`src/rtl/spi_nor_cmd_seq.sv`:
```
module spi_nor_cmd_seq #(
  parameter int          SIZE_LOG2 = 24,
  parameter logic [23:0] ID_CODE   = 24'h20BA18,
  parameter logic [15:0] ID_EXT    = 16'h0000,
  parameter logic [7:0]  VCFG_RST  = 8'h00
) (
  input  logic                 clk,
  input  logic                 rst_n,
  input  logic                 cs_start,
  input  logic                 rx_valid,
  input  logic [7:0]           rx_byte,
  output logic                 tx_valid,
  output logic [7:0]           tx_byte,
  output logic [SIZE_LOG2-1:0] rd_addr,
  input  logic [7:0]           rd_data,
  output logic                 prog_req,
  output logic [31:0]          prog_addr,
  output logic [7:0]           prog_data,
  output logic                 erase_req,
  output logic [1:0]           erase_kind,
  output logic [31:0]          erase_addr
);
  localparam logic [31:0] SIZE_MASK = 32'((64'd1 << SIZE_LOG2) - 64'd1);
  localparam logic [2:0]  ID_LEN    = (ID_EXT != 16'h0) ? 3'd5 : 3'd3;

  typedef enum logic [2:0] {S_IDLE, S_COLLECT, S_REPLY, S_READ, S_PROG} st_t;

  st_t         state;
  logic [7:0]  op, ear, vcfg;
  logic        wel, four_b;
  logic [2:0]  addr_len, rleft;
  logic [4:0]  need, cnt;
  logic [31:0] addr_sh, cur_addr;
  logic [39:0] rsh;

  function automatic logic op_a4(input logic [7:0] o);
    case (o)
      8'h13, 8'h12, 8'h21, 8'hDC, 8'h0C, 8'h3C, 8'h6C, 8'hBC, 8'hEC: return 1'b1;
      default: return 1'b0;
    endcase
  endfunction

  function automatic logic op_fast(input logic [7:0] o);
    case (o)
      8'h0B, 8'h0C, 8'h3B, 8'h3C, 8'h6B, 8'h6C, 8'hBB, 8'hBC, 8'hEB, 8'hEC: return 1'b1;
      default: return 1'b0;
    endcase
  endfunction

  function automatic logic op_erase(input logic [7:0] o);
    case (o)
      8'h20, 8'h21, 8'h52, 8'hD8, 8'hDC: return 1'b1;
      default: return 1'b0;
    endcase
  endfunction

  function automatic logic [1:0] erase_code(input logic [7:0] o);
    case (o)
      8'h20, 8'h21: return 2'd0;
      8'h52:        return 2'd1;
      default:      return 2'd2;
    endcase
  endfunction

  wire         is_pp    = (rx_byte == 8'h02) || (rx_byte == 8'h12);
  wire         is_rd    = (rx_byte == 8'h03) || (rx_byte == 8'h13);
  wire         op_is_pp = (op == 8'h02) || (op == 8'h12);
  wire         op_is_rd = (op == 8'h03) || (op == 8'h13) || op_fast(op);
  wire [2:0]   dec_alen = (op_a4(rx_byte) || four_b) ? 3'd4 : 3'd3;
  wire [31:0]  sh_nx    = (cnt < {2'b00, addr_len}) ? {addr_sh[23:0], rx_byte} : addr_sh;
  wire [31:0]  asm_addr = (addr_len == 3'd4) ? sh_nx : {6'b0, ear[1:0], sh_nx[23:0]};
  wire         last     = (cnt + 5'd1) == need;

  assign rd_addr = cur_addr[SIZE_LOG2-1:0];

  always_ff @(posedge clk or negedge rst_n) begin
    if (!rst_n) begin
      state <= S_IDLE;  op <= 8'h00;  ear <= 8'h00;  vcfg <= VCFG_RST;
      wel <= 1'b0;  four_b <= 1'b0;  addr_len <= 3'd3;  rleft <= 3'd0;
      need <= 5'd0;  cnt <= 5'd0;  addr_sh <= 32'h0;  cur_addr <= 32'h0;
      rsh <= 40'h0;  tx_valid <= 1'b0;  tx_byte <= 8'h00;
      prog_req <= 1'b0;  prog_addr <= 32'h0;  prog_data <= 8'h00;
      erase_req <= 1'b0;  erase_kind <= 2'd0;  erase_addr <= 32'h0;
    end else begin
      tx_valid  <= 1'b0;
      prog_req  <= 1'b0;
      erase_req <= 1'b0;
      if (cs_start) begin
        state <= S_IDLE;
        cnt   <= 5'd0;
        rleft <= 3'd0;
      end else if (rx_valid) begin
        tx_valid <= 1'b1;
        tx_byte  <= 8'h00;
        case (state)
          S_IDLE: begin
            op       <= rx_byte;
            cnt      <= 5'd0;
            addr_sh  <= 32'h0;
            addr_len <= dec_alen;
            if (is_pp || is_rd || op_erase(rx_byte)) begin
              need  <= {2'b00, dec_alen};
              state <= S_COLLECT;
            end else if (op_fast(rx_byte)) begin
              need  <= {2'b00, dec_alen} + {1'b0, vcfg[7:4]};
              state <= S_COLLECT;
            end else begin
              case (rx_byte)
                8'h01, 8'hC5, 8'h81: if (wel) begin need <= 5'd1; state <= S_COLLECT; end
                8'h04: wel <= 1'b0;
                8'h06: wel <= 1'b1;
                8'h05: begin rsh <= {6'b0, wel, 1'b0, 32'h0}; rleft <= 3'd1; state <= S_REPLY; end
                8'h70: begin rsh <= {1'b1, 6'b0, four_b, 32'h0}; rleft <= 3'd1; state <= S_REPLY; end
                8'h9F: begin rsh <= {ID_CODE, ID_EXT}; rleft <= ID_LEN; state <= S_REPLY; end
                8'hC8: begin rsh <= {ear, 32'h0}; rleft <= 3'd1; state <= S_REPLY; end
                8'h85: begin rsh <= {vcfg, 32'h0}; rleft <= 3'd1; state <= S_REPLY; end
                8'hB7: four_b <= 1'b1;
                8'hE9: four_b <= 1'b0;
                8'hC7: if (wel) begin
                  erase_req  <= 1'b1;
                  erase_kind <= 2'd3;
                  erase_addr <= 32'h0;
                end
                default: ;
              endcase
            end
          end
          S_COLLECT: begin
            cnt     <= cnt + 5'd1;
            addr_sh <= sh_nx;
            if (last) begin
              state <= S_IDLE;
              if (op_is_rd) begin
                state    <= S_READ;
                cur_addr <= asm_addr;
              end else if (op_is_pp) begin
                state    <= S_PROG;
                cur_addr <= asm_addr;
              end else if (op_erase(op)) begin
                if (wel) begin
                  erase_req  <= 1'b1;
                  erase_kind <= erase_code(op);
                  erase_addr <= asm_addr;
                end
              end else begin
                case (op)
                  8'h01:   wel  <= 1'b0;
                  8'hC5:   ear  <= rx_byte;
                  8'h81:   vcfg <= rx_byte;
                  default: ;
                endcase
              end
            end
          end
          S_REPLY: begin
            tx_byte <= rsh[39:32];
            rsh     <= {rsh[31:0], 8'h00};
            rleft   <= rleft - 3'd1;
            if (rleft == 3'd1) state <= S_IDLE;
          end
          S_READ: begin
            tx_byte  <= rd_data;
            cur_addr <= (cur_addr + 32'd1) & SIZE_MASK;
          end
          S_PROG: begin
            prog_req  <= 1'b1;
            prog_addr <= cur_addr;
            prog_data <= rx_byte;
            cur_addr  <= cur_addr + 32'd1;
          end
          default: state <= S_IDLE;
        endcase
      end
    end
  end
endmodule

```
`config.mk`:
```
export PLATFORM = sky130hd
export DESIGN_NAME = spi_nor_cmd_seq
export DESIGN_NICKNAME = d
export VERILOG_FILES = /design/src/rtl/spi_nor_cmd_seq.sv
export SDC_FILE = /design/constraint.sdc
export NUM_CORES = 1
export LEC_CHECK = 0
export BUFFER_PORTS_ARGS = -buffer_cell sky130_fd_sc_hd__buf_4
export CORE_MARGIN = 3
export CORE_UTILIZATION = 55
export CTS_BUF_LIST = sky130_fd_sc_hd__clkbuf_4
export DETAILED_ROUTE_END_ITERATION = 8
export GPL_ROUTABILITY_DRIVEN = 0
export PLACE_DENSITY_LB_ADDON = 0.15
export SLEW_MARGIN = 20
export SYNTH_ARGS = -nofsm -noshare
export SYNTH_HDL_FRONTEND = slang
export SYNTH_SLANG_ARGS = --single-unit
```
`constraint.sdc`:
```
create_clock -name clk -period 2.43 [get_ports clk]
set_clock_uncertainty 0.05 [all_clocks]
set_input_delay 0.1215 -clock clk [delete_from_list [all_inputs] [get_ports clk]]
set_output_delay 0.1215 -clock clk [all_outputs]
set_load 0.01 [all_outputs]
```
==> impl_metrics.tcl <==
set metrics [dict create \
    cts_buffers 53 \
    synth_top_family_by_area "simple AND/OR/NAND/NOR gates" \
    wl_um 31700 \
    syn_nets 1070 \
    final.period_utilization_pct 99.3 \
    grt_pass1_vias 9143 \
    worstMarginPinSlew_ns 0.601 \
    tns_ns 0 \
    avgViaCountPerCell 6.11 \
    cts_sinks 203 \
    max_freq_mhz 414 \
    place_inst 1415 \
    design.die.area_um2 20700 \
    cts_tree "built" \
    antenna_found_initial 1 \
    grt_pass1_wl_um 49400 \
    cp_max_fo 13 \
    cap_violations 0 \
    synth-compound-area-share_pct 18.3 \
    fin_cells 1557 \
    crit_path_end_kind "flip-flop" \
    comb_power_share_pct 14.8 \
    synth.distinct_cells 95 \
    place_area_um2 12100 \
    max_slew_margin_pct 59.8 \
    start_util_pct 57.1 \
    path_clk_slew_ns 0.08 \
    die_y_um 144 \
    crit_path_start_kind "flip-flop" \
    critPathKind "reg2reg" \
    swShare_pct 28.0 \
    io_buffers 128 \
    drive_gt1_share_pct 29.8 \
    yosysTopAreaCell "dfrtp_1" \
    power_density_nw_per_um2 588 \
    grt_overflow 0 \
    total_power_mw 7.86 \
    setup_violations 0 \
    hp-class "in2reg" \
    drc 0 \
    synth-edff-count 0 \
    synthXorXnorAreaFrac_pct 1.11 \
    ant_nets 0 \
    nets 1315 \
    die_x_um 144 \
    crit_required_ns 2.90 \
    netlist_instances 1039 \
    synth_seq_cells 203 \
    cts_htree_levels 2 \
    whs_ns 0.0497 \
    core_area_um2 18300 \
    ir_worst_vdd_mv 0.436 \
    drt_first_pass_iters 6 \
    grt.total_usage_pct 30.5 \
    ys_async_sr_fraction_pct 100 \
    clkLatencyLatePin_ns 0.69 \
    pwr-share-seq_pct 45.9 \
    syn_area_um2 10400 \
    p_int_mw 5.66 \
    io_pins 129 \
    synthTopCellsByCount "dfrtp_1 (202), nand2_1 (193), nor2_1 (62)" \
    critPathArrivalTime_ns 2.89 \
    finalWorstPathRequiredPeriod_ns 2.41 \
    power_leakage_nw 6.32 \
    num_vias 9515 \
    final_area_um2 13400 \
    grt_max_degree 54 \
    grt_setup_unrepaired "yes" \
    p_sw_mw 2.20 \
    yosysMostFrequentCell "dfrtp_1" \
    power_frac_clock_pct 39.3 \
    dp_hpwl_um 21600 \
    drv_slew 0 \
    synthMuxAreaShare_pct 6.09 \
    wl_per_cell_um 20.4 \
    ys.flop_type "dfrtp_1" \
    row_count 49 \
    yosysTopAreaCellShare_pct 48.4 \
    drt_iter0_drc 1008 \
    seq_area_frac_synth_pct 48.7 \
    hold_viol_final 0 \
    fin_ws_ns 0.0173 \
    ys_warn_count 0 \
    synthAdderAreaFrac_pct 1.39 \
    fin_util_pct 73.2 \
    area_delta_synth_final_pct 28.2 \
    ys_top_cells_by_area "dfrtp_1 (48%), nand2_1 (6.9%), a22o_1 (3.3%)" \
    status "finished clean" \
    pre_cts_ws_ns -0.411 \
    clockBufferDepth 3 \
    synth_simple_gate_area_share_pct 18.8 \
    clockRootBuffer "clkbuf_4" \
    syn_avg_cell_area_um2 10.0 \
]
==> power groups by stage <==
stage / Clock [mW] / Combinational, mW / Sequential [mW]
2_1_floorplan: 0 / 0.579 / 3.64
3_3_place_gp: 0 / 1.00 / 3.66
3_5_place_dp: 0 / 1.02 / 3.66
4_1_cts: 3.13 / 1.08 / 3.60
5_1_grt: 3.34 / 1.25 / 3.62
6_report: 3.09 / 1.16 / 3.61
==> state kept, by name, summed over array words and instances, names as in the netlist <==
signal and flops:
addr_sh 32, cur_addr 32, erase_addr 32, prog_addr 32
rsh 10, ear 8, op 8, prog_data 8
tx_byte 8, vcfg 8, cnt 5, need 5
rleft 3, state 3, addr_len 2, erase_kind 2
erase_req 1, four_b 1, prog_req 1, tx_valid 1
wel 1
==> layer usage <==
layer	global-route usage (%)	up-vias	wire length, um
li1	-	4334	-
met1	40.5	4630	12900
met2	48.1	458	15300
met3	5.52	93	2180
met4	15.7	0	1370
met5	0	-	0
==> timing repair <==
action,in CTS,in global routing
cloned,0,1
pin swaps,5,9
setup buffers,3,7
endpoints found under the hold margin,263,11
setup endpoints to repair,27,40
gates resized for setup,9,28
hold buffers,31,4
==> placed cells by master, fill, tap and decap left out, types with 8 or more instances in the layout <==
master and n:
a21oi_1 32, a221oi_1 11, a22o_1 39, a22oi_1 10, a32o_1 17, buf_12 9
buf_4 226, clkbuf_4 75, clkinv_1 20, dfrtp_1 201, dlygate4sd3_1 32, ha_1 9
inv_1 17, mux2_2 11, mux2_4 16, mux2i_1 27, nand2_1 192, nand2b_1 8
nand3_1 24, nand4_1 14, nand4b_1 8, nor2_1 60, nor3_1 18, o21ai_0 38
o2bb2ai_1 25, or3_1 10
==> worst max-delay path, cell delays in order (launching register included) <==
cell and delay (ns):
dfrtp_2 0.46, or3_4 0.35, a222oi_1 0.38, buf_4 0.21, o2111a_2 0.28, nand2_2 0.10
buf_12 0.15, a32o_1 0.25
==> final cells by class <==
cell class	instances	area [um2]
multi-input cells	732	4910
diodes	1	2.50
clock inverters	23	140
well taps	229	287
flip-flops and latches	203	5080
inverters	19	71.3
fillers	1368	4890
clock buffers	75	563
repair buffers	275	2320
==> final timing paths <==
kind,from,to,slack (ns),depth (start not counted)
max reg2reg,op[6]$_DFFE_PN0P_,cur_addr[5]$_DFFE_PN0P_,0.02,7
max in group asynchronous,rst_n,addr_len[1]$_DFFE_PN1P_,1.47,4
max,op[6]$_DFFE_PN0P_,cur_addr[5]$_DFFE_PN0P_,0.02,7
min in group asynchronous,rst_n,erase_addr[26]$_DFFE_PN0P_,0.55,4
min,rx_byte[2],need[4]$_DFFE_PN0P_,0.05,5
min reg2reg,prog_addr[20]$_DFFE_PN0P_,prog_addr[20]$_DFFE_PN0P_,0.42,2
==> kinds of logic (layout without fill, tap and decap cells) <==
kind of cell / count (synthesis) / after routing
buf+inv: 104 / 392
other cells: 0 / 1
mux: 57 / 57
flops: 203 / 203
xor+xnor: 10 / 10
simple gates: 400 / 400
compound gates: 254 / 254
fa+ha+maj: 11 / 11
(Power assumes the default switching activity.)
